<file path="src/rtl/oct_tmr_pkg.sv">
package oct_tmr_pkg;

  // Operation selected for the counter in a given cycle
  typedef enum logic [1:0] {
    OP_HOLD   = 2'd0,
    OP_LOAD   = 2'd1,
    OP_STEP   = 2'd2,
    OP_EXPIRE = 2'd3
  } tmr_op_e;

endpackage

</file>
<file path="src/rtl/oct_tmr_rst_sync.sv">
module oct_tmr_rst_sync #(
  parameter int STAGES = 2
) (
  input  logic clk_i,
  input  logic rst_ni,
  output logic rst_sync_no
);

  logic [STAGES-1:0] sync_q;

  // Assert at once, release after STAGES clean edges
  always_ff @(posedge clk_i or negedge rst_ni) begin
    if (!rst_ni) begin
      sync_q <= '0;
    end else begin
      sync_q <= {sync_q[STAGES-2:0], 1'b1};
    end
  end

  assign rst_sync_no = sync_q[STAGES-1];

endmodule

</file>
<file path="src/rtl/oct_tmr_ctrl.sv">
module oct_tmr_ctrl
  import oct_tmr_pkg::*;
#(
  parameter int WIDTH = 16
) (
  input  logic             run_i,
  input  logic             tick_i,
  input  logic             load_i,
  input  logic             armed_i,
  input  logic [WIDTH-1:0] count_i,
  output tmr_op_e          op_o
);

  logic step_ok;
  logic at_end;

  // A running tick only matters while an interval is armed
  assign step_ok = run_i & tick_i & armed_i;
  // All ones is the last octet; zero is an interval loaded as empty
  assign at_end  = (count_i == {WIDTH{1'b1}}) || (count_i == '0);

  always_comb begin
    op_o = OP_HOLD;
    if (load_i) begin
      op_o = OP_LOAD;
    end else if (step_ok) begin
      op_o = at_end ? OP_EXPIRE : OP_STEP;
    end
  end

endmodule

</file>
<file path="src/rtl/oct_tmr_cnt.sv">
module oct_tmr_cnt
  import oct_tmr_pkg::*;
#(
  parameter int WIDTH = 16
) (
  input  logic             clk_i,
  input  logic             rst_ni,
  input  tmr_op_e          op_i,
  input  logic [WIDTH-1:0] load_octets_i,
  output logic [WIDTH-1:0] count_o,
  output logic             armed_o,
  output logic             expire_o
);

  logic [WIDTH-1:0] count_q, count_d;
  logic             armed_q, armed_d;
  logic             expire_q, expire_d;
  logic             count_en;

  // Only load, step and expire touch the count register
  assign count_en = (op_i != OP_HOLD);

  always_comb begin
    count_d  = count_q;
    armed_d  = armed_q;
    expire_d = 1'b0;
    unique case (op_i)
      OP_LOAD: begin
        count_d = ~load_octets_i + 1'b1;
        armed_d = 1'b1;
      end
      OP_STEP: begin
        count_d = count_q + 1'b1;
      end
      OP_EXPIRE: begin
        count_d  = '0;
        armed_d  = 1'b0;
        expire_d = 1'b1;
      end
      default: ;
    endcase
  end

  always_ff @(posedge clk_i or negedge rst_ni) begin
    if (!rst_ni) begin
      count_q <= '0;
    end else if (count_en) begin
      count_q <= count_d;
    end
  end

  always_ff @(posedge clk_i or negedge rst_ni) begin
    if (!rst_ni) begin
      armed_q  <= 1'b0;
      expire_q <= 1'b0;
    end else begin
      armed_q  <= armed_d;
      expire_q <= expire_d;
    end
  end

  assign count_o  = count_q;
  assign armed_o  = armed_q;
  assign expire_o = expire_q;


  expire_at_zero_chk: assert property (@(posedge clk_i) disable iff (!rst_ni)
    expire_q |-> (count_q == '0));


  expire_single_chk: assert property (@(posedge clk_i) disable iff (!rst_ni)
    expire_q |=> !expire_q);


  idle_zero_chk: assert property (@(posedge clk_i) disable iff (!rst_ni)
    (!armed_q && (op_i != OP_LOAD)) |=> (count_q == '0) && !armed_q);

endmodule

</file>
<file path="src/rtl/octet_timer.sv">
module octet_timer
  import oct_tmr_pkg::*;
#(
  parameter int WIDTH       = 16,
  parameter int SYNC_STAGES = 2
) (
  input  logic             clk_i,
  input  logic             rst_ni,
  input  logic             run_i,
  input  logic             tick_i,
  input  logic             load_i,
  input  logic [WIDTH-1:0] load_octets_i,
  output logic [WIDTH-1:0] count_o,
  output logic             expire_o
);

  localparam logic [WIDTH-1:0] ALL_ONES = {WIDTH{1'b1}};

  logic             rst_sync_n;
  logic             armed;
  logic [WIDTH-1:0] count;
  tmr_op_e          op;

  oct_tmr_rst_sync #(.STAGES(SYNC_STAGES)) i_rst_sync (
    .clk_i       (clk_i),
    .rst_ni      (rst_ni),
    .rst_sync_no (rst_sync_n)
  );

  oct_tmr_ctrl #(.WIDTH(WIDTH)) i_ctrl (
    .run_i   (run_i),
    .tick_i  (tick_i),
    .load_i  (load_i),
    .armed_i (armed),
    .count_i (count),
    .op_o    (op)
  );

  oct_tmr_cnt #(.WIDTH(WIDTH)) i_cnt (
    .clk_i         (clk_i),
    .rst_ni        (rst_sync_n),
    .op_i          (op),
    .load_octets_i (load_octets_i),
    .count_o       (count),
    .armed_o       (armed),
    .expire_o      (expire_o)
  );

  assign count_o = count;


  load_value_chk: assert property (@(posedge clk_i) disable iff (!rst_sync_n)
    load_i |=> (count_o == (~$past(load_octets_i) + 1'b1)) && !expire_o);


  frozen_hold_chk: assert property (@(posedge clk_i) disable iff (!rst_sync_n)
    (!run_i && !load_i) |=> (count_o == $past(count_o)) && !expire_o);


  wrap_expire_chk: assert property (@(posedge clk_i) disable iff (!rst_sync_n)
    (armed && run_i && tick_i && !load_i && (count_o == ALL_ONES))
      |=> expire_o && (count_o == '0));


  step_chk: assert property (@(posedge clk_i) disable iff (!rst_sync_n)
    (armed && run_i && tick_i && !load_i && (count_o != ALL_ONES) && (count_o != '0))
      |=> (count_o == $past(count_o) + 1'b1));


  no_tick_hold_chk: assert property (@(posedge clk_i) disable iff (!rst_sync_n)
    (!tick_i && !load_i) |=> $stable(count_o));

endmodule

</file>
<file path="config.mk">
export PLATFORM = sky130hd
export DESIGN_NAME = octet_timer
export DESIGN_NICKNAME = d
export VERILOG_FILES = /design/src/rtl/oct_tmr_pkg.sv /design/src/rtl/oct_tmr_rst_sync.sv /design/src/rtl/oct_tmr_ctrl.sv /design/src/rtl/oct_tmr_cnt.sv /design/src/rtl/octet_timer.sv
export SDC_FILE = /design/constraint.sdc
export NUM_CORES = 1
export LEC_CHECK = 0
export BUFFER_PORTS_ARGS = -buffer_cell sky130_fd_sc_hd__buf_2
export CAP_MARGIN = 20
export CELL_PAD_IN_SITES_DETAIL_PLACEMENT = 1
export CELL_PAD_IN_SITES_GLOBAL_PLACEMENT = 2
export CORE_UTILIZATION = 29
export DETAILED_ROUTE_END_ITERATION = 16
export HOLD_SLACK_MARGIN = 0.02
export PLACE_DENSITY = 0.76
export SYNTH_ARGS = -nofsm -noshare
export SYNTH_HDL_FRONTEND = slang
export SYNTH_HIERARCHICAL = 1
export SYNTH_SLANG_ARGS = --single-unit
</file>
<file path="constraint.sdc">
create_clock -name clk_i -period 1 [get_ports clk_i]
set_clock_uncertainty 0.15 [all_clocks]
set_input_delay 0.05 -clock clk_i [delete_from_list [all_inputs] [get_ports clk_i]]
set_output_delay 0.05 -clock clk_i [all_outputs]
set_load 0.05 [all_outputs]
</file>
==> Word level (Yosys, flattened, before mapping) <==
Cells that the tools add are included.
W data, S select, Z words.
{ "classes": {"eq_ne": 4, "bitwise": 3, "mux": 6, "n_reduce_logical": 6, "add_sub_neg": 2} }
{ "op_table": {"columns": ["op", "n"], "rows": [
  ["$pmux W16 S3", 1],
  ["$add A16 B1 Y16 const B", 2],
  ["$eq A16 B16 Y1 const B", 1],
  ["$logic_not A16 Y1", 1],
  ["$not A16 Y16", 1],
  ["$eq A2 B2 Y1 const B", 2],
  ["$mux W2", 2],
  ["$reduce_bool A2 Y1", 2],
  ["$reduce_bool A3 Y1", 1],
  ["$and A1 B1 Y1", 2],
  ["$eq A2 B1 Y1 const B", 1],
  ["$mux W1", 2],
  ["$pmux W1 S2", 1],
  ["$reduce_and A2 Y1", 1],
  ["$logic_or A1 B1 Y1", 1]
]} }
{ "totals": {"out_inout_bits": 17, "elab_cells": 25, "in_bits": 21, "regBits": 20} }

==> Logic depth before layout (Yosys ltp) <==
Gate-level depths: netlist (run 1).
{ "logic_depth": {"ltp_word": 8, "mapped_depth": 16, "ltp_nobuf": 14} }

==> Cells and area by module <==
The synthesis (run 1) kept the hierarchy.
{ "modules_own_cells": {"columns": ["mod", "instances", "seq_area_each_um2", "cells_per_inst", "area_per_inst_um2"], "rows": [
  ["oct_tmr_cnt", 1, 450.4, 175, 1622.8],
  ["oct_tmr_ctrl", 1, 0.0, 14, 83.8],
  ["oct_tmr_rst_sync", 1, 50.0, 3, 53.8]
]} }

==> Least setup slack after synthesis (run 1) <==
OpenSTA, ideal clock, no wires.
{ "synth_timing": {"path_type": "flip-flop to flip-flop", "start": "register i_cnt.count_q[2], in the netlist i_cnt/count_o[2]", "end": "register i_cnt.count_q[14], in the netlist i_cnt/count_o[14]", "setup_time_ns": 0.137, "arrival_ns": 3.515, "period_less_slack_ns": 3.802, "stages_incl_launch_ff": 17, "path_slack_ns": -2.802, "t_required_ns": 0.713, "path_buffers": 2, "cell_sequence": "dfrtp_1 -> nand4_1 -> or4_1 -> a21oi_1 -> or2_2 -> nand2b_1 -> buf_6 -> nor2_1 -> a21oi_1 -> ha_1 -> buf_2 -> or4b_1 -> nor3_1 -> a31oi_1 -> nor3b_2 -> mux2i_1 -> o211ai_1"} }
{ "synth_via": {"elab_chain_cells": 8, "elab_cells_between_ends": 14, "classes_between": "add/sub: 1; eq/ne: 4; mux: 4; reduce/logical: 5"} }
{ "synth_lines": {"columns": ["item", "line", "text"], "rows": [
  ["start: declaration", "oct_tmr_cnt.sv:15", "logic [WIDTH-1:0] count_q, count_d;"],
  ["start signal: assignment", "oct_tmr_cnt.sv:48", "count_q <= count_d;"],
  ["$eq A16 B16 Y1 or $logic_not A16 Y1 (tied branches)", "oct_tmr_ctrl.sv:20", "assign at_end = (count_i == {WIDTH{1'b1}}) || (count_i == '0);"],
  ["$logic_or A1 B1 Y1 (*)", "oct_tmr_ctrl.sv:20", null],
  ["$mux W1 (*)", "oct_tmr_ctrl.sv:27", "op_o = at_end ? OP_EXPIRE : OP_STEP;"],
  ["$mux W2 (*)", "oct_tmr_ctrl.sv:26", "end else if (step_ok) begin"],
  ["$mux W2 (*)", "oct_tmr_ctrl.sv:24", "if (load_i) begin"],
  ["named net op[0]", "octet_timer.sv:22", "tmr_op_e op;"],
  ["$eq A2 B2 Y1 or $eq A2 B1 Y1 (tied branches)", "oct_tmr_cnt.sv:27", "unique case (op_i)"],
  ["$reduce_bool A3 Y1 (no source line)", null, null],
  ["$reduce_and A2 Y1 (no source line)", null, null]
]} }
The timed path passes the listed nets; every way through them passes the cells marked *.
A chain may end at the register's enable or synchronous reset.

==> Worst setup path after layout (run 1) <==
{ "layout_timing": {"start": "register i_cnt.count_q[3], in the netlist i_cnt/count_o[3]", "end": "register i_cnt.count_q[14], in the netlist i_cnt/count_o[14]"} }
The elaborated chain is that of the path after synthesis.

==> impl_metrics.ini, run 1 <==
[logic_synthesis]
ys_types = 53
syn_area_mm2 = 0.00176
synth_edf_count = 0
synth_seq_cells = 20
synth_nets = 214
ys.warnings.count = 6
synth_cells = 192
synth_flop_cell = dfrtp_1
yosysSeqAreaShare = 0.284
syn_avg_cell_area_um2 = 9.17
async_flop_share = 1.00

[power_and_ir_drop]
p_leak_nw = 1.30
p_seq_frac = 0.265
p_sw_mw = 1.50
power.density_mw_per_mm2 = 1290
p_comb_frac = 0.515
power_mw = 3.93
p_int_mw = 2.43
p_sw_frac = 0.382
pwr-share-clk = 0.220
ir_drop_uv = 765

[route]
drc = 0
wl_um = 7620
via_count = 2029
first_pass_iters = 4
routed_wire_length_per_instance_um = 20.4
drtAntennaViolNets = 0
drt_iter0_markers = 122
vias_per_cell = 5.44

[cts]
worstSkewPairLatency_ns = 0.27
cts_tree = built
clk_pin_slew_ns = 0.09
root_buffer = clkbuf_8
cts_inserted_buffers = 3
clockBufferDepth = 2
htree_levels = 1
cts_sinks = 20

[setup_path]
crit_fanout = 3
crit_arrival_ns = 3.61
crit_required_ns = 0.98
start_kind = flip-flop
cp-end-kind = flip-flop
critical_path_class = flip-flop to flip-flop

[status]
violations = setup timing
status = complete, but fails checks

[layout]
final_area_mm2 = 0.00304
final_common_cell = buf_4
final_cell_mix = buf_4, buf_6, buf_2
layout-area-overhead-vs-synth_pct = 72.5
antenna_cells = 0
drive_above_1_share = 0.557
final_cells = 373
nets = 321

[placed_design]
detailed_place_hpwl_um = 5170
gp_congestion = 0.833
dpl_worst_slack_ns = -2.59
post_dp_cell_area_mm2 = 0.00248
port_buffers = 37
place_inst = 355

[floorplan]
die_h_um = 79.9
initial_core_util = 0.299
fp.coreArea_mm2 = 0.00589
dieArea_mm2 = 0.00639
ios = 38
num_rows = 28
die_x_um = 79.9

[sta]
period_needed_ns = 3.63
drv_slew = 0
setup_viol = 35
setup_ws_ns = -2.63
hold_violations = 0
period_share = 3.63
rsz0062_at_grt = true
fmax_ghz = 0.276
fin_tns_setup_ns = -42.01

[global_route]
grt_usage = 0.243
use_met2 = 0.456
grt_pass1_vias = 2203
met1_usage = 0.279
grt_max_degree = 20
met3_usage = 0.0183
antenna_found_initial = 0
grt_pass1_wl_um = 11600
busiest_layer = met2
grt.overflow.total = 0

[min_path]
min_path_type = primary input to flip-flop

[run]
drv_cap = 0
what timing repair did:
| action | in CTS | in global routing |
|---|---|---|
| endpoints found under the setup margin | 35 | 35 |
| setup buffers | 12 | 11 |
| hold buffers | 2 | 0 |
| resized for setup | 87 | 19 |
| gates cloned | 0 | 0 |
| pin swaps | 5 | 11 |
| endpoints found under the hold margin | 2 | 0 |
flip-flops by register name, summed over array words and instances, names as in the netlist:
name / cells
i_cnt/count_o: 16
i_rst_sync/sync_q: 2
i_cnt/armed_o: 1
i_cnt/expire_o: 1
synthesized netlist by cell type, types with 5 or more instances:
| master | instances | area, µm² |
|---|---|---|
| nand2_1 | 14 | 52.6 |
| o21ai_0 | 5 | 25.0 |
| a21oi_1 | 5 | 25.0 |
| nor2_1 | 11 | 41.3 |
| nand4b_1 | 9 | 78.8 |
| nor2b_1 | 11 | 68.8 |
| xor2_1 | 10 | 87.6 |
| nand4_1 | 7 | 43.8 |
| dfrtp_1 | 20 | 500 |
| mux2i_1 | 14 | 140 |
power by group through the flow:
stage          clock [mW]  sequential, mW  combinational (mW)
2_1_floorplan           0            1.45               0.392
3_3_place_gp            0            1.02                1.46
3_5_place_dp            0            1.03                1.48
4_1_cts             0.878            1.03                1.93
5_1_grt             0.919            1.05                2.13
6_report            0.866            1.04                2.02
metrics by stage:
stage | utilization | hold WS [ns]
final | 0.516 | 0.0464
after global routing | 0.516 | 0.0462
after CTS | 0.506 | 0.0329
after detailed placement | 0.422 | -0.305
after global placement | 0.422 | -0.315
after floorplan | - | -0.396
cell type report:
cell class	instances	area, µm²
fill	690	2850
multi-input combinational	156	1300
timing repair buffer	116	1040
sequential	20	520
tap	75	93.8
clock buffer	3	41.3
clock inverter	1	30.0
inverter	2	7.51
layer usage:
metal	up-vias	wire length [µm]
li1	944	-
met1	1010	3160
met2	59	4010
met3	16	253
met4	0	196
met5	-	0
path summary, 6_finish.rpt:
| check | slack, ns | cells past startpoint | from | endpoint |
|---|---|---|---|---|
| setup / recovery | -2.63 | 15 | i_cnt/count_o[3] | i_cnt/count_o[14] |
| hold / removal | 0.05 | 3 | load_octets_i[15] | i_cnt/count_o[15] |
| setup reg to reg | -2.63 | 15 | i_cnt/count_o[3] | i_cnt/count_o[14] |
| hold reg to reg | 0.07 | 1 | i_rst_sync/sync_q[1] | i_cnt/expire_o |
| max in group asynchronous | 0.07 | 3 | rst_ni | i_rst_sync/sync_q[1] |
| min in group asynchronous | 0.07 | 1 | i_rst_sync/sync_q[1] | i_cnt/expire_o |
cell families (layout without fill, tap and decap cells):
| logic type | count (synthesis) | in the layout | share of synthesized area |
|---|---|---|---|
| xor+xnor | 14 | 14 | 0.0696 |
| flops | 20 | 20 | 0.284 |
| other cells | 1 | 1 | 0.00213 |
| simple gates | 84 | 84 | 0.300 |
| mux | 15 | 15 | 0.0881 |
| buf+inv | 16 | 122 | 0.0561 |
| compound gates | 41 | 41 | 0.193 |
| fa+ha+maj | 1 | 1 | 0.00711 |
critical path, stage by stage, from the launching register on:
cell,delay (ns)
dfrtp_2,0.42
buf_6,0.13
nor4_4,0.35
nand4_1,0.23
a21oi_2,0.18
or2_2,0.13
nand2b_4,0.14
nor2_1,0.05
a21oi_1,0.15
ha_1,0.20
or4b_4,0.49
nor3_4,0.12
a31oi_1,0.06
nor3b_2,0.24
mux2i_1,0.29
o211ai_1,0.16
Note: power is estimated with default switching activity, not from simulation.
==> run 2: changes to the inputs <==
Settings changed: PLACE_DENSITY 0.76 to 0.8, SYNTH_HIERARCHICAL 1 to unset.
==> impl_metrics.ini, run 2 <==
[logic_synthesis]
syn_area_mm2 = 0.00173
synth_cells = 223
syn_avg_cell_area_um2 = 7.75
async_flop_share = 1.00
ys.warnings.count = 0
synth_seq_cells = 20
muxShareOfSynthArea = 0.0290
synth_top_cell_by_area = dfrtp_1
yosysMostFrequentCell = nor2_1
ys_top_cells_by_area = dfrtp_1, nand3_1, nor2_1
ys_types = 51
yosysSeqAreaShare = 0.290
synth_top_family_by_area = simple AND/OR/NAND/NOR gates
synth-compound-area-share = 0.248
synth_common_cells = nor2_1, dfrtp_1, nand3_1, a21oi_1, nand2_1
synth_edf_count = 0
synth_nets = 245
synth_flop_cell = dfrtp_1
synth-simple-area-share = 0.345
synth_top_area_frac = 0.290
synth_fa_ha_area_frac = 0.00724
synth-xor-area-share = 0.0101

[sta]
tightestPinTransition_ns = 0.513
period_needed_ns = 3.22
setup_ws_ns = -2.22
slew_headroom = 0.658
period_share = 3.22
fmax_ghz = 0.310
rsz0062_at_grt = true
drv_slew = 0
hold_violations = 0
setup_viol = 35
fin_tns_setup_ns = -33.78

[layout]
antenna_cells = 0
regArea_um2 = 519
num-fill-cells = 648
nets = 389
final_common_cell = buf_4
postLayoutCoreUtil = 0.613
final_cell_mix = buf_4, buf_6, buf_2
layout-area-overhead-vs-synth_pct = 99.0
largest_reg_flops = 16
drive_above_1_share = 0.590
multi_input_area_mm2 = 0.00138

[cts]
worstSkewPairLatency_ns = 0.28
root_buffer = clkbuf_8
cts_tree = built
cts_inserted_buffers = 3
htree_levels = 1
clk_pin_slew_ns = 0.10
clockBufferDepth = 2
cts_sinks = 20

[placed_design]
port_buffers = 37
detailed_place_hpwl_um = 5740
gp_congestion = 0.887

[floorplan]
ios = 38
dieArea_mm2 = 0.00627
num_rows = 27
die_h_um = 79.2
fp.coreArea_mm2 = 0.00561
initial_core_util = 0.308
die_x_um = 79.2

[setup_path]
crit_fanout = 5
cp_slowest_cell = nor4_2
rrSetupSlack_ns = -2.22
r2r-start = i_cnt.count_o[0]
crit_arrival_ns = 3.20
critical_path_class = flip-flop to flip-flop
reg2reg_to = i_cnt.count_o[14]
slowest_delay_ns = 0.48
crit_required_ns = 0.97
cp-end-kind = flip-flop
crit_chain = nor4_2 > a41oi_2 > o21ai_4 > nor2_4 > a21oi_4 > ha_4 > buf_12 > nand4_1 > buf_6 > o21ai_2 > o31ai_1 > mux2i_1 > nand3_1
start_kind = flip-flop
rr_worst_depth = 13

[global_route]
grt_max_degree = 19
grt_usage = 0.341
grt.overflow.total = 0
grt_pass1_vias = 2896
antenna_found_initial = 0
grt_pass1_wl_um = 15700

[route]
routed_wire_length_per_instance_um = 25.7
drc = 0
vias_per_cell = 6.17
via_count = 2701
drt_iter0_markers = 278
wl_um = 11300
drtAntennaViolNets = 0
first_pass_iters = 5

[power_and_ir_drop]
p_leak_nw = 1.49
power.density_mw_per_mm2 = 1130
power_mw = 3.88
ir_drop_uv = 725

[min_path]
min_path_type = primary input to flip-flop
min_to = i_cnt.count_o[15]
hp-start = load_octets_i[15]
holdPathStages = 3

[run]
drv_cap = 0

[status]
status = complete, but fails checks
violations = setup timing
## run 2: worst max path at each step
stage,from,slack [ns],to
floorplan,i_cnt.count_o[5],-2.28,i_cnt.count_o[10]
global placement,i_cnt.count_o[4],-1.90,i_cnt.count_o[12]
global route,i_cnt.count_o[0],-2.25,i_cnt.count_o[14]
finish,i_cnt.count_o[0],-2.22,i_cnt.count_o[14]
detailed placement,i_cnt.count_o[12],-1.97,i_cnt.count_o[12]
CTS,i_cnt.count_o[5],-1.91,i_cnt.count_o[12]
## run 2: final cells by class
class / count / area share
flip-flops and latches: 20 / 0.151
well taps: 72 / 0.0262
multi-input cells: 181 / 0.400
repair buffers: 153 / 0.398
clock buffers: 4 / 0.0160
inverters: 8 / 0.00873
## run 2: power breakdown
| part | switching [mW] | internal [mW] | total [mW] |
|---|---|---|---|
| clock network | 0.351 | 0.353 | 0.704 |
| registers | 0.160 | 0.915 | 1.07 |
| logic | 1.13 | 0.974 | 2.11 |
| total | 1.64 | 2.24 | 3.88 |
## run 2: per-layer routing
metal | part of all wire | GRT usage | vias up | wire, µm
li1 | - | - | 1130 | -
met1 | 0.38 | 0.392 | 1322 | 4290
met4 | 0.061 | 0.225 | 0 | 682
met2 | 0.48 | 0.587 | 189 | 5430
met3 | 0.077 | 0.0471 | 60 | 862
met5 | 0 | 0 | - | 0
## run 2: metrics by stage
step	instance area, µm²	hold slack [ns]	cells	setup WS [ns]
final	3440	0.0171	438	-2.22
after global routing	3440	0.0219	438	-2.25
after CTS	3260	0.00565	429	-1.91
after detailed placement	2610	-0.314	399	-1.97
after global placement	2610	-0.317	399	-1.90
after floorplan	1830	-0.396	223	-2.28
## run 2: kinds of logic after synthesis
logic type | after synthesis
AO/OA/AOI/OAI | 66
XOR/XNOR | 2
adder cells (fa/ha/maj) | 1
buffers and inverters | 22
flip-flops | 20
multiplexers | 5
other | 1
AND/OR/NAND/NOR | 106
## run 2: timing repair
item	CTS	global route
hold buffers	3	0
pin swaps	17	11
setup endpoints to repair	35	35
gates resized for setup	106	43
buffers inserted	23	24
hold endpoints to repair	4	0
## run 2: critical path: cells and delay by family (launching register included)
| kind | cells | cell delay (ns) |
|---|---|---|
| compound gates | 5 | 0.83 |
| fa+ha+maj | 1 | 0.19 |
| buf+inv | 2 | 0.30 |
| flops | 1 | 0.46 |
| mux | 1 | 0.25 |
| simple gates | 4 | 0.87 |
==> run 3: changes to the inputs <==
Settings changed: CTS_BUF_LIST set to sky130_fd_sc_hd__clkbuf_2.
==> impl_metrics.ini, run 3 (synthesis results as in run 2) <==
[cts]
holdBufCountCts = 7
cts_tree = built
worstSkewPairLatency_ns = 0.43
cts_sinks = 20
cts_inserted_buffers = 3
htree_levels = 1
root_buffer = clkbuf_2
clk_pin_slew_ns = 0.28
clockBufferDepth = 2

[placed_design]
detailed_place_hpwl_um = 5740
place_inst = 399
gp_congestion = 0.887
port_buffers = 37

[setup_path]
crit_required_ns = 1.17
slowest_delay_ns = 0.54
start_kind = flip-flop
critPathTopFamily = compound AO/OA/AOI/OAI gates
crit_arrival_ns = 3.51
critical_path_class = flip-flop to flip-flop
cp-end-kind = flip-flop
cp_slowest_cell = nor4_1
crit_fanout = 5
rrSetupSlack_ns = -2.34
crit_chain = nor4_1 > a41oi_2 > o21ai_4 > nor2_4 > a21oi_4 > ha_4 > buf_12 > nand4_1 > buf_4 > o21ai_1 > o31ai_1 > mux2i_1 > nand3_1
path_buf_inv = 2

[route]
first_pass_iters = 5
drc = 0
routed_wire_length_per_instance_um = 25.9
vias_per_cell = 6.19
via_count = 2673
drt_iter0_markers = 231
drtAntennaViolNets = 0
wl_um = 11200

[sta]
fmax_ghz = 0.300
setup_ws_ns = -2.34
fin_tns_setup_ns = -38.58
setup_viol = 35
drv_slew = 0
slew_headroom = 0.627
rsz0062_at_grt = true
holdWs_ns = -0.0470
period_share = 3.34
period_needed_ns = 3.34
tightestPinTransition_ns = 0.554
hold_violations = 3

[global_route]
antenna_found_initial = 0
grt_max_degree = 19
grt_pass1_vias = 2745
grt_usage = 0.317
grt.overflow.total = 0
grt_pass1_wl_um = 14700

[status]
status = complete, but fails checks
violations = hold timing, setup timing

[layout]
nets = 383
final_cells = 432
final_cell_mix = buf_4, buf_6, buf_2, buf_8, nor2_1
antenna_cells = 0
layout-area-overhead-vs-synth_pct = 97.0
postLayoutCoreUtil = 0.607
final_common_cell = buf_4
num-fill-cells = 657
drive_above_1_share = 0.561
largest_reg_flops = 16

[floorplan]
die_x_um = 79.2
dieArea_mm2 = 0.00627
fp.coreArea_mm2 = 0.00561
initial_core_util = 0.308
num_rows = 27
die_h_um = 79.2
ios = 38

[run]
drv_cap = 0

[power_and_ir_drop]
power.density_mw_per_mm2 = 1070
p_comb_frac = 0.583
p_leak_nw = 1.48
p_sw_frac = 0.456
p_int_mw = 1.99
p_sw_mw = 1.67
pwr-share-clk = 0.127
ir_drop_uv = 561
p_seq_frac = 0.289

[min_path]
min_path_type = primary input to flip-flop
run 3: changes by cell type in the layout (fill, tap and decap cells not counted), moves of 2 or more:
cell / previous run / this run
clkbuf_2: 0 / 3
nor4_2: 6 / 1
buf_6: 29 / 31
nor4_1: 2 / 6
buf_8: 17 / 20
clkbuf_8: 4 / 0
dlygate4sd3_1: 3 / 7
buf_4: 82 / 66
run 3: worst reg2reg max path: stages (launching register included):
cell and delay (ns):
dfrtp_2 0.52, nor4_1 0.54, a41oi_2 0.28, o21ai_4 0.18, nor2_4 0.09, a21oi_4 0.15, ha_4 0.18, buf_12 0.12
nand4_1 0.08, buf_4 0.20, o21ai_1 0.16, o31ai_1 0.12, mux2i_1 0.28, nand3_1 0.18
run 3: routing by layer:
| layer | routed length [µm] | track usage |
|---|---|---|
| met3 | 841 | 0.0448 |
| met2 | 5480 | 0.568 |
| met4 | 580 | 0.200 |
| met5 | 0 | 0 |
| met1 | 4290 | 0.349 |
run 3: stage by stage:
| step | power (mW) | instance area (µm²) | worst slack (ns) |
|---|---|---|---|
| finish | 3.66 | 3400 | -2.34 |
| floorplan | 1.80 | 1830 | -2.28 |
| global route | 3.75 | 3400 | -2.42 |
| global placement | 2.38 | 2610 | -1.90 |
| detailed placement | 2.41 | 2610 | -1.97 |
| CTS | 3.20 | 3170 | -1.92 |
run 3: final timing paths:
kind,start,to,cells after the start
hold reg to reg,i_rst_sync.sync_q[1],i_cnt.count_o[14],1
min in group asynchronous,i_rst_sync.sync_q[1],i_cnt.count_o[14],1
setup reg to reg,i_cnt.count_o[11],i_cnt.count_o[14],13
hold / removal,load_octets_i[7],i_cnt.count_o[8],5
setup / recovery,i_cnt.count_o[11],i_cnt.count_o[14],13
max in group asynchronous,rst_ni,i_rst_sync.sync_q[0],3
run 3: power by group through the flow:
stage,logic (mW),clock network (mW),registers (mW)
3_3_place_gp,1.35,0,1.03
2_1_floorplan,0.451,0,1.35
5_1_grt,2.21,0.478,1.06
6_report,2.13,0.465,1.06
3_5_place_dp,1.38,0,1.03
4_1_cts,1.80,0.374,1.03
run 3: repair_timing:
action	in CTS	in global routing
buffers inserted	13	16
hold endpoints to repair	7	1
gates cloned	0	1
gates resized for setup	101	40
pin swaps	17	14
setup endpoints to repair	35	35
run 3: area by class of cell:
class	count	area, µm²	area share
clock inverter	1	3.75	0.00110
sequential	20	518	0.152
inverter	8	32.5	0.00956
timing repair buffer	147	1380	0.406
clock buffer	3	15.0	0.00441
tap	72	90.1	0.0265
multi-input combinational	181	1360	0.401
